[config.mk]
export PLATFORM = sky130hd
export DESIGN_NAME = call_return_seq
export DESIGN_NICKNAME = d
export VERILOG_FILES = /design/src/rtl/seq_pkg.sv /design/src/rtl/seq_ctrl.sv /design/src/rtl/seq_dp.sv /design/src/rtl/call_return_seq.sv
export SDC_FILE = /design/constraint.sdc
export NUM_CORES = 1
export LEC_CHECK = 0
export CAP_MARGIN = 0
export CORE_MARGIN = 2
export CORE_UTILIZATION = 49
export CTS_CLUSTER_DIAMETER = 60
export DETAILED_ROUTE_END_ITERATION = 10
export HOLD_SLACK_MARGIN = 0.03
export PLACE_DENSITY = 0.78
export SYNTH_ARGS = -nofsm -noshare
export SYNTH_HDL_FRONTEND = slang
export SYNTH_SLANG_ARGS = --single-unit
[constraint.sdc]
create_clock -name clk -period 4.1 [get_ports clk]
set_clock_uncertainty 0.1 [all_clocks]
set_input_delay 1.025 -clock clk [delete_from_list [all_inputs] [get_ports clk]]
set_output_delay 1.025 -clock clk [all_outputs]
set_load 0.02 [all_outputs]
[src/rtl/seq_pkg.sv]
package seq_pkg;
  localparam int PC_W   = 16;
  localparam int SP_W   = 8;
  localparam int DATA_W = 8;
  localparam int PAGE_W = 11;
  localparam int REL_W  = 8;
  localparam int OP_W   = 4;

  typedef enum logic [OP_W-1:0] {
    OP_LCALL = 4'd0,
    OP_ACALL = 4'd1,
    OP_RET   = 4'd2,
    OP_RETI  = 4'd3,
    OP_PUSH  = 4'd4,
    OP_POP   = 4'd5,
    OP_LJMP  = 4'd6,
    OP_AJMP  = 4'd7,
    OP_SJMP  = 4'd8,
    OP_JC    = 4'd9,
    OP_JNC   = 4'd10,
    OP_JZ    = 4'd11,
    OP_JNZ   = 4'd12
  } op_e;

  typedef enum logic [3:0] {
    PC_HOLD, PC_ADV2, PC_ADV3, PC_ABS, PC_PAGE_ADV, PC_PAGE, PC_REL, PC_HI, PC_LO
  } pcSel_e;

  typedef enum logic [1:0] { SP_HOLD, SP_INC, SP_DEC } spOp_e;

  typedef enum logic [1:0] { RA_SPNEXT, RA_SP, RA_ARG } addrSel_e;

  typedef enum logic [1:0] { WD_PCLO, WD_PCHI, WD_RDATA } wdSel_e;

  typedef struct packed {
    pcSel_e   pcSel;
    spOp_e    spOp;
    logic     argLoad;
    logic     ramRe;
    logic     ramWe;
    addrSel_e addrSel;
    wdSel_e   wdSel;
  } strobe_t;
endpackage

[src/rtl/seq_ctrl.sv]
module seq_ctrl
  import seq_pkg::*;
(
  input  logic            clk,
  input  logic            rstN,
  input  logic            cmdValid,
  input  logic [OP_W-1:0] cmdOp,
  input  logic            carryIn,
  input  logic [DATA_W-1:0] accIn,
  output strobe_t         st,
  output logic            busy,
  output logic            done,
  output logic            intDone
);
  typedef enum logic [3:0] {
    S_IDLE, S_CALL_LO, S_CALL_HI, S_RET_A, S_RET_B, S_RET_C,
    S_PUSH_RD, S_PUSH_WR, S_POP_RD, S_POP_WR
  } state_e;

  state_e          stateQ, stateD;
  logic [OP_W-1:0] opQ;
  logic            doneQ, intQ;
  logic            fin, finInt;
  logic            accZero;

  assign accZero = (accIn == '0);

  always_comb begin
    stateD     = stateQ;
    fin        = 1'b0;
    finInt     = 1'b0;
    st         = '0;
    st.pcSel   = PC_HOLD;
    st.spOp    = SP_HOLD;
    st.addrSel = RA_SP;
    st.wdSel   = WD_RDATA;
    unique case (stateQ)
      S_IDLE: begin
        if (cmdValid) begin
          st.argLoad = 1'b1;
          case (cmdOp)
            OP_LCALL: begin st.pcSel = PC_ADV3; stateD = S_CALL_LO; end
            OP_ACALL: begin st.pcSel = PC_ADV2; stateD = S_CALL_LO; end
            OP_RET,
            OP_RETI:  stateD = S_RET_A;
            OP_PUSH:  begin st.pcSel = PC_ADV2; stateD = S_PUSH_RD; end
            OP_POP:   begin st.pcSel = PC_ADV2; stateD = S_POP_RD; end
            OP_LJMP:  begin st.pcSel = PC_ABS; fin = 1'b1; end
            OP_AJMP:  begin st.pcSel = PC_PAGE_ADV; fin = 1'b1; end
            OP_SJMP:  begin st.pcSel = PC_REL; fin = 1'b1; end
            OP_JC:    begin st.pcSel = carryIn  ? PC_REL : PC_ADV2; fin = 1'b1; end
            OP_JNC:   begin st.pcSel = !carryIn ? PC_REL : PC_ADV2; fin = 1'b1; end
            OP_JZ:    begin st.pcSel = accZero  ? PC_REL : PC_ADV2; fin = 1'b1; end
            OP_JNZ:   begin st.pcSel = !accZero ? PC_REL : PC_ADV2; fin = 1'b1; end
            default:  st.argLoad = 1'b0;
          endcase
        end
      end
      S_CALL_LO: begin
        st.ramWe = 1'b1; st.addrSel = RA_SPNEXT; st.wdSel = WD_PCLO;
        st.spOp = SP_INC; stateD = S_CALL_HI;
      end
      S_CALL_HI: begin
        st.ramWe = 1'b1; st.addrSel = RA_SPNEXT; st.wdSel = WD_PCHI;
        st.spOp = SP_INC;
        st.pcSel = (opQ == OP_LCALL) ? PC_ABS : PC_PAGE;
        fin = 1'b1; stateD = S_IDLE;
      end
      S_RET_A: begin
        st.ramRe = 1'b1; st.addrSel = RA_SP; st.spOp = SP_DEC; stateD = S_RET_B;
      end
      S_RET_B: begin
        st.ramRe = 1'b1; st.addrSel = RA_SP; st.spOp = SP_DEC;
        st.pcSel = PC_HI; stateD = S_RET_C;
      end
      S_RET_C: begin
        st.pcSel = PC_LO; fin = 1'b1; finInt = (opQ == OP_RETI);
        stateD = S_IDLE;
      end
      S_PUSH_RD: begin
        st.ramRe = 1'b1; st.addrSel = RA_ARG; stateD = S_PUSH_WR;
      end
      S_PUSH_WR: begin
        st.ramWe = 1'b1; st.addrSel = RA_SPNEXT; st.wdSel = WD_RDATA;
        st.spOp = SP_INC; fin = 1'b1; stateD = S_IDLE;
      end
      S_POP_RD: begin
        st.ramRe = 1'b1; st.addrSel = RA_SP; st.spOp = SP_DEC; stateD = S_POP_WR;
      end
      S_POP_WR: begin
        st.ramWe = 1'b1; st.addrSel = RA_ARG; st.wdSel = WD_RDATA;
        fin = 1'b1; stateD = S_IDLE;
      end
      default: stateD = S_IDLE;
    endcase
  end

  always_ff @(posedge clk) begin
    if (!rstN) begin
      stateQ <= S_IDLE;
      opQ    <= '0;
      doneQ  <= 1'b0;
      intQ   <= 1'b0;
    end else begin
      stateQ <= stateD;
      doneQ  <= fin;
      intQ   <= finInt;
      if (stateQ == S_IDLE && cmdValid) opQ <= cmdOp;
    end
  end

  assign busy    = (stateQ != S_IDLE);
  assign done    = doneQ;
  assign intDone = intQ;
endmodule

[src/rtl/seq_dp.sv]
module seq_dp
  import seq_pkg::*;
#(
  parameter logic [PC_W-1:0] PC_RESET = '0,
  parameter logic [SP_W-1:0] SP_RESET = 8'h07
) (
  input  logic              clk,
  input  logic              rstN,
  input  strobe_t           st,
  input  logic [PC_W-1:0]   cmdArg,
  input  logic [DATA_W-1:0] ramRdata,
  output logic [SP_W-1:0]   ramAddr,
  output logic [DATA_W-1:0] ramWdata,
  output logic [PC_W-1:0]   pc,
  output logic [SP_W-1:0]   sp
);
  localparam int HI_LSB = PC_W - DATA_W;

  logic [PC_W-1:0] pcQ, pcD, argQ, opnd, pcAdv2, pcAdv3, relExt;
  logic [SP_W-1:0] spQ, spD, spNext;

  assign opnd   = st.argLoad ? cmdArg : argQ;
  assign pcAdv2 = pcQ + PC_W'(2);
  assign pcAdv3 = pcQ + PC_W'(3);
  assign relExt = {{(PC_W-REL_W){opnd[REL_W-1]}}, opnd[REL_W-1:0]};
  assign spNext = spQ + SP_W'(1);

  always_comb begin
    unique case (st.pcSel)
      PC_ADV2:     pcD = pcAdv2;
      PC_ADV3:     pcD = pcAdv3;
      PC_ABS:      pcD = opnd;
      PC_PAGE_ADV: pcD = {pcAdv2[PC_W-1:PAGE_W], opnd[PAGE_W-1:0]};
      PC_PAGE:     pcD = {pcQ[PC_W-1:PAGE_W], opnd[PAGE_W-1:0]};
      PC_REL:      pcD = pcAdv2 + relExt;
      PC_HI:       pcD = {ramRdata, pcQ[HI_LSB-1:0]};
      PC_LO:       pcD = {pcQ[PC_W-1:DATA_W], ramRdata};
      default:     pcD = pcQ;
    endcase
  end

  always_comb begin
    unique case (st.spOp)
      SP_INC:  spD = spNext;
      SP_DEC:  spD = spQ - SP_W'(1);
      default: spD = spQ;
    endcase
  end

  always_comb begin
    unique case (st.addrSel)
      RA_SPNEXT: ramAddr = spNext;
      RA_ARG:    ramAddr = opnd[SP_W-1:0];
      default:   ramAddr = spQ;
    endcase
  end

  always_comb begin
    unique case (st.wdSel)
      WD_PCLO: ramWdata = pcQ[DATA_W-1:0];
      WD_PCHI: ramWdata = pcQ[PC_W-1:HI_LSB];
      default: ramWdata = ramRdata;
    endcase
  end

  always_ff @(posedge clk) begin
    if (!rstN) begin
      pcQ  <= PC_RESET;
      spQ  <= SP_RESET;
      argQ <= '0;
    end else begin
      pcQ <= pcD;
      spQ <= spD;
      if (st.argLoad) argQ <= cmdArg;
    end
  end

  assign pc = pcQ;
  assign sp = spQ;
endmodule

[src/rtl/call_return_seq.sv]
module call_return_seq
  import seq_pkg::*;
#(
  parameter logic [PC_W-1:0] PC_RESET = '0,
  parameter logic [SP_W-1:0] SP_RESET = 8'h07
) (
  input  logic              clk,
  input  logic              rstN,
  input  logic              cmdValid,
  input  logic [OP_W-1:0]   cmdOp,
  input  logic [PC_W-1:0]   cmdArg,
  input  logic              carryIn,
  input  logic [DATA_W-1:0] accIn,
  output logic              ramRe,
  output logic              ramWe,
  output logic [SP_W-1:0]   ramAddr,
  output logic [DATA_W-1:0] ramWdata,
  input  logic [DATA_W-1:0] ramRdata,
  output logic [PC_W-1:0]   pc,
  output logic [SP_W-1:0]   sp,
  output logic              busy,
  output logic              done,
  output logic              intDone
);
  strobe_t st;

  seq_ctrl u_ctrl (
    .clk(clk), .rstN(rstN), .cmdValid(cmdValid), .cmdOp(cmdOp),
    .carryIn(carryIn), .accIn(accIn), .st(st),
    .busy(busy), .done(done), .intDone(intDone)
  );

  seq_dp #(.PC_RESET(PC_RESET), .SP_RESET(SP_RESET)) u_dp (
    .clk(clk), .rstN(rstN), .st(st), .cmdArg(cmdArg), .ramRdata(ramRdata),
    .ramAddr(ramAddr), .ramWdata(ramWdata), .pc(pc), .sp(sp)
  );

  assign ramRe = st.ramRe;
  assign ramWe = st.ramWe;
endmodule

==> metrics.txt <==
status finished clean; routed len/inst 19.2 um; synthesis-to-layout area growth 34.6%; Setup CP Type primary input to register; TritonCTS Buffers 5; Max-cap violations 0; drc violations 0; fill count 908; fin. max-slew vios 0; Synthesis Warnings 0; CP max-delay cell clkdlybuf4s50_1; Max clock buf depth 2; Synth Register Bits 50; area leader, netlist dfxtp_1; largest cells by area after synthesis dfxtp_1 21%, ha_1 5.5%, nand2_1 5.0%; die area 0.0106 mm^2; Final HPWL DP 13,500 um; Vias 5,722; CTS Root Cell clkbuf_8; Worst-Skew Late Latency 0.32 ns; vias in the first global route 5,493; Worst IR Drop VDD 0.242 mV; Detailed Route Iter0 Violations 425; Routed Antenna Nets 0; type of origin of the critical path primary input; Arrival @ worst endpoint 4.05 ns; ant diodes 0; IO buf count 84; final setup fails 0; Remaining Overflow, GRT 0; DRT Wirelength 17,700 um; final count of hold timing violations 0; Die Wd 103 um; Hold-fix buffers, CTS 0; Reg clk slew, reported paths 0.11 ns; ys flop type dfxtp_1; initial antenna violation count 0; synthesized net count 720; Synth top area share 20.8%; Hold/Removal Path Class register to register; RSZ-0062 raised after global routing false; post-layout util 67.3%; Placement Setup Slack -0.380 ns; relative slew slack 45.5%; WP data required 4.26 ns; Starting Density 50.0%; Worst Max-Slew Pin Slew 0.808 ns; number of core rows 36; Synth cell types 76; Seq/Total Area, Yosys 20.8%; Crit path buffers/inverters 3; via/cell ratio 6.19; Initial DRT Pass Iterations 6; setup ws final 0.217 ns; synthesized area per cell 7.33 um^2; async set-reset flop share out of synthesis 0%; core area 0.00964 mm^2; Num Clock Sinks 50; Multi-input gate area 0.00366 mm^2; final cycle utilization of the critical path 94.7%; Post-synth top cells 64 x nand2_1, 64 x nor2_1, 50 x dfxtp_1; Cells after Synth 658; LEAKAGE 2.74 nW; CP endpoint kind register; worst-path fanout max 6; CTS tree built; worst-path cell chain clkdlybuf4s50_1 -> nand3_4 -> buf_8 -> mux2_4 -> ha_4 -> buf_4 -> o2111a_1 -> nand4b_1 -> or3_4 -> a21o_1 -> a211o_1 -> a21o_1 -> a21oi_1; Post-synth EDFFs 0; Top delay family on crit path compound AO/OA/AOI/OAI gates; Register Area 0.00100 mm^2; Critical Path Max Stage Delay 0.52 ns; Total GRT Usage 33.6%; die extent in y 103 um; Placer Congestion 0.997; CP most frequent cell a21o_1; # H-tree levels 2; Pwr per Cell Area 322 mW/mm^2; fmax 258 MHz; layout net count 853; layout cells sized above 1 16.3%; crit path time final 3.88 ns; IO Pins 85; first-pass GRT wire length 27,800 um; Netlist Area Pre-Place 0.00482 mm^2; largest net degree at the start of global routing 26
-- sequential cells by signal, summed over array words and instances (netlist names) --
signal	flops
u_ctrl.intDone	1
u_dp.sp	8
u_ctrl.stateQ	4
u_dp.argQ	16
u_dp.pc	16
u_ctrl.done	1
u_ctrl.opQ	4
-- repair_timing --
item                       in CTS  in global routing
pin swaps                       1                 11
setup endpoints to repair      13                 18
setup buffers                   3                  3
gates resized for setup        20                 25
-- cell families after synthesis --
group | Yosys count | share of synthesized area, %
AND/OR/NAND/NOR | 261 | 27.3
AO/OA/AOI/OAI | 197 | 28.2
buffers and inverters | 67 | 5.76
flip-flops | 50 | 20.8
XOR/XNOR | 40 | 7.55
adder cells (fa/ha/maj) | 22 | 5.87
multiplexers | 21 | 4.59
-- worst reg2reg max path, stage by stage (launching register included) --
cell	delay, ns
dfxtp_1	0.44
buf_4	0.22
nor4_4	0.33
nand3_4	0.16
buf_8	0.18
mux2_4	0.32
ha_4	0.27
buf_4	0.13
o2111a_1	0.22
nand4b_1	0.10
or3_4	0.41
a21o_1	0.21
a211o_1	0.26
a21o_1	0.15
a21oi_1	0.12
-- layout make-up --
class / count / share of cell area (%)
clock buffer: 6 / 1.27
clock inverter: 2 / 0.251
inverter: 27 / 1.56
multi-input combinational: 541 / 56.4
sequential: 50 / 15.4
tap: 133 / 2.56
timing repair buffer: 166 / 22.6
-- cells in the final DEF (no fill, tap or decap), types with 6 or more instances in the layout --
| cell type | count |
|---|---|
| a21o_1 | 11 |
| a21oi_1 | 42 |
| a221oi_1 | 10 |
| a22oi_1 | 14 |
| a31oi_1 | 13 |
| and2_1 | 6 |
| and3_1 | 11 |
| buf_4 | 80 |
| clkbuf_8 | 6 |
| clkdlybuf4s50_1 | 72 |
| dfxtp_1 | 50 |
| ha_1 | 19 |
| inv_1 | 25 |
| mux2i_1 | 13 |
| nand2_1 | 64 |
| nand2b_1 | 14 |
| nand3_1 | 30 |
| nand4_1 | 7 |
| nor2_1 | 63 |
| nor3_1 | 23 |
| nor4_1 | 7 |
| o21ai_0 | 32 |
| or3_1 | 7 |
| xnor2_1 | 20 |
| xor2_1 | 19 |
-- where the power goes --
group          internal [mW]  switching, mW
logic                  0.519          0.606
clock network          0.140          0.200
registers              0.534         0.0887
total                   1.19          0.895
-- metrics by stage --
stage | cells | setup TNS [ns] | hold WS, ns | total power [mW] | area (um^2)
finish | 925 | 0 | 0.383 | 2.09 | 6490
global route | 925 | 0 | 0.409 | 2.21 | 6490
CTS | 922 | -0.00655 | 0.382 | 2.05 | 6370
detailed placement | 911 | -5.45 | 0.369 | 1.70 | 6230
global placement | 911 | -4.36 | 0.356 | 1.68 | 6230
floorplan | 658 | 0 | 0.345 | 1.25 | 4820
-- path summary, 6_finish.rpt --
path / start / end / slack (ns) / cells after the start
max: cmdValid / u_dp.pc[14] / 0.22 / 13
min: u_ctrl.opQ[0] / u_ctrl.opQ[0] / 0.38 / 2
max reg2reg: u_ctrl.stateQ[1] / u_dp.pc[14] / 0.42 / 14
min reg2reg: u_ctrl.opQ[0] / u_ctrl.opQ[0] / 0.38 / 2
-- layer usage --
layer	GRT usage, %	vias up	wire length, um
met5	0	-	0
met4	13.9	0	681
met3	6.32	47	1340
met2	55.8	262	8300
met1	43.0	2704	7430
li1	-	2709	-
No activity file was read; power rests on OpenSTA's default activity.
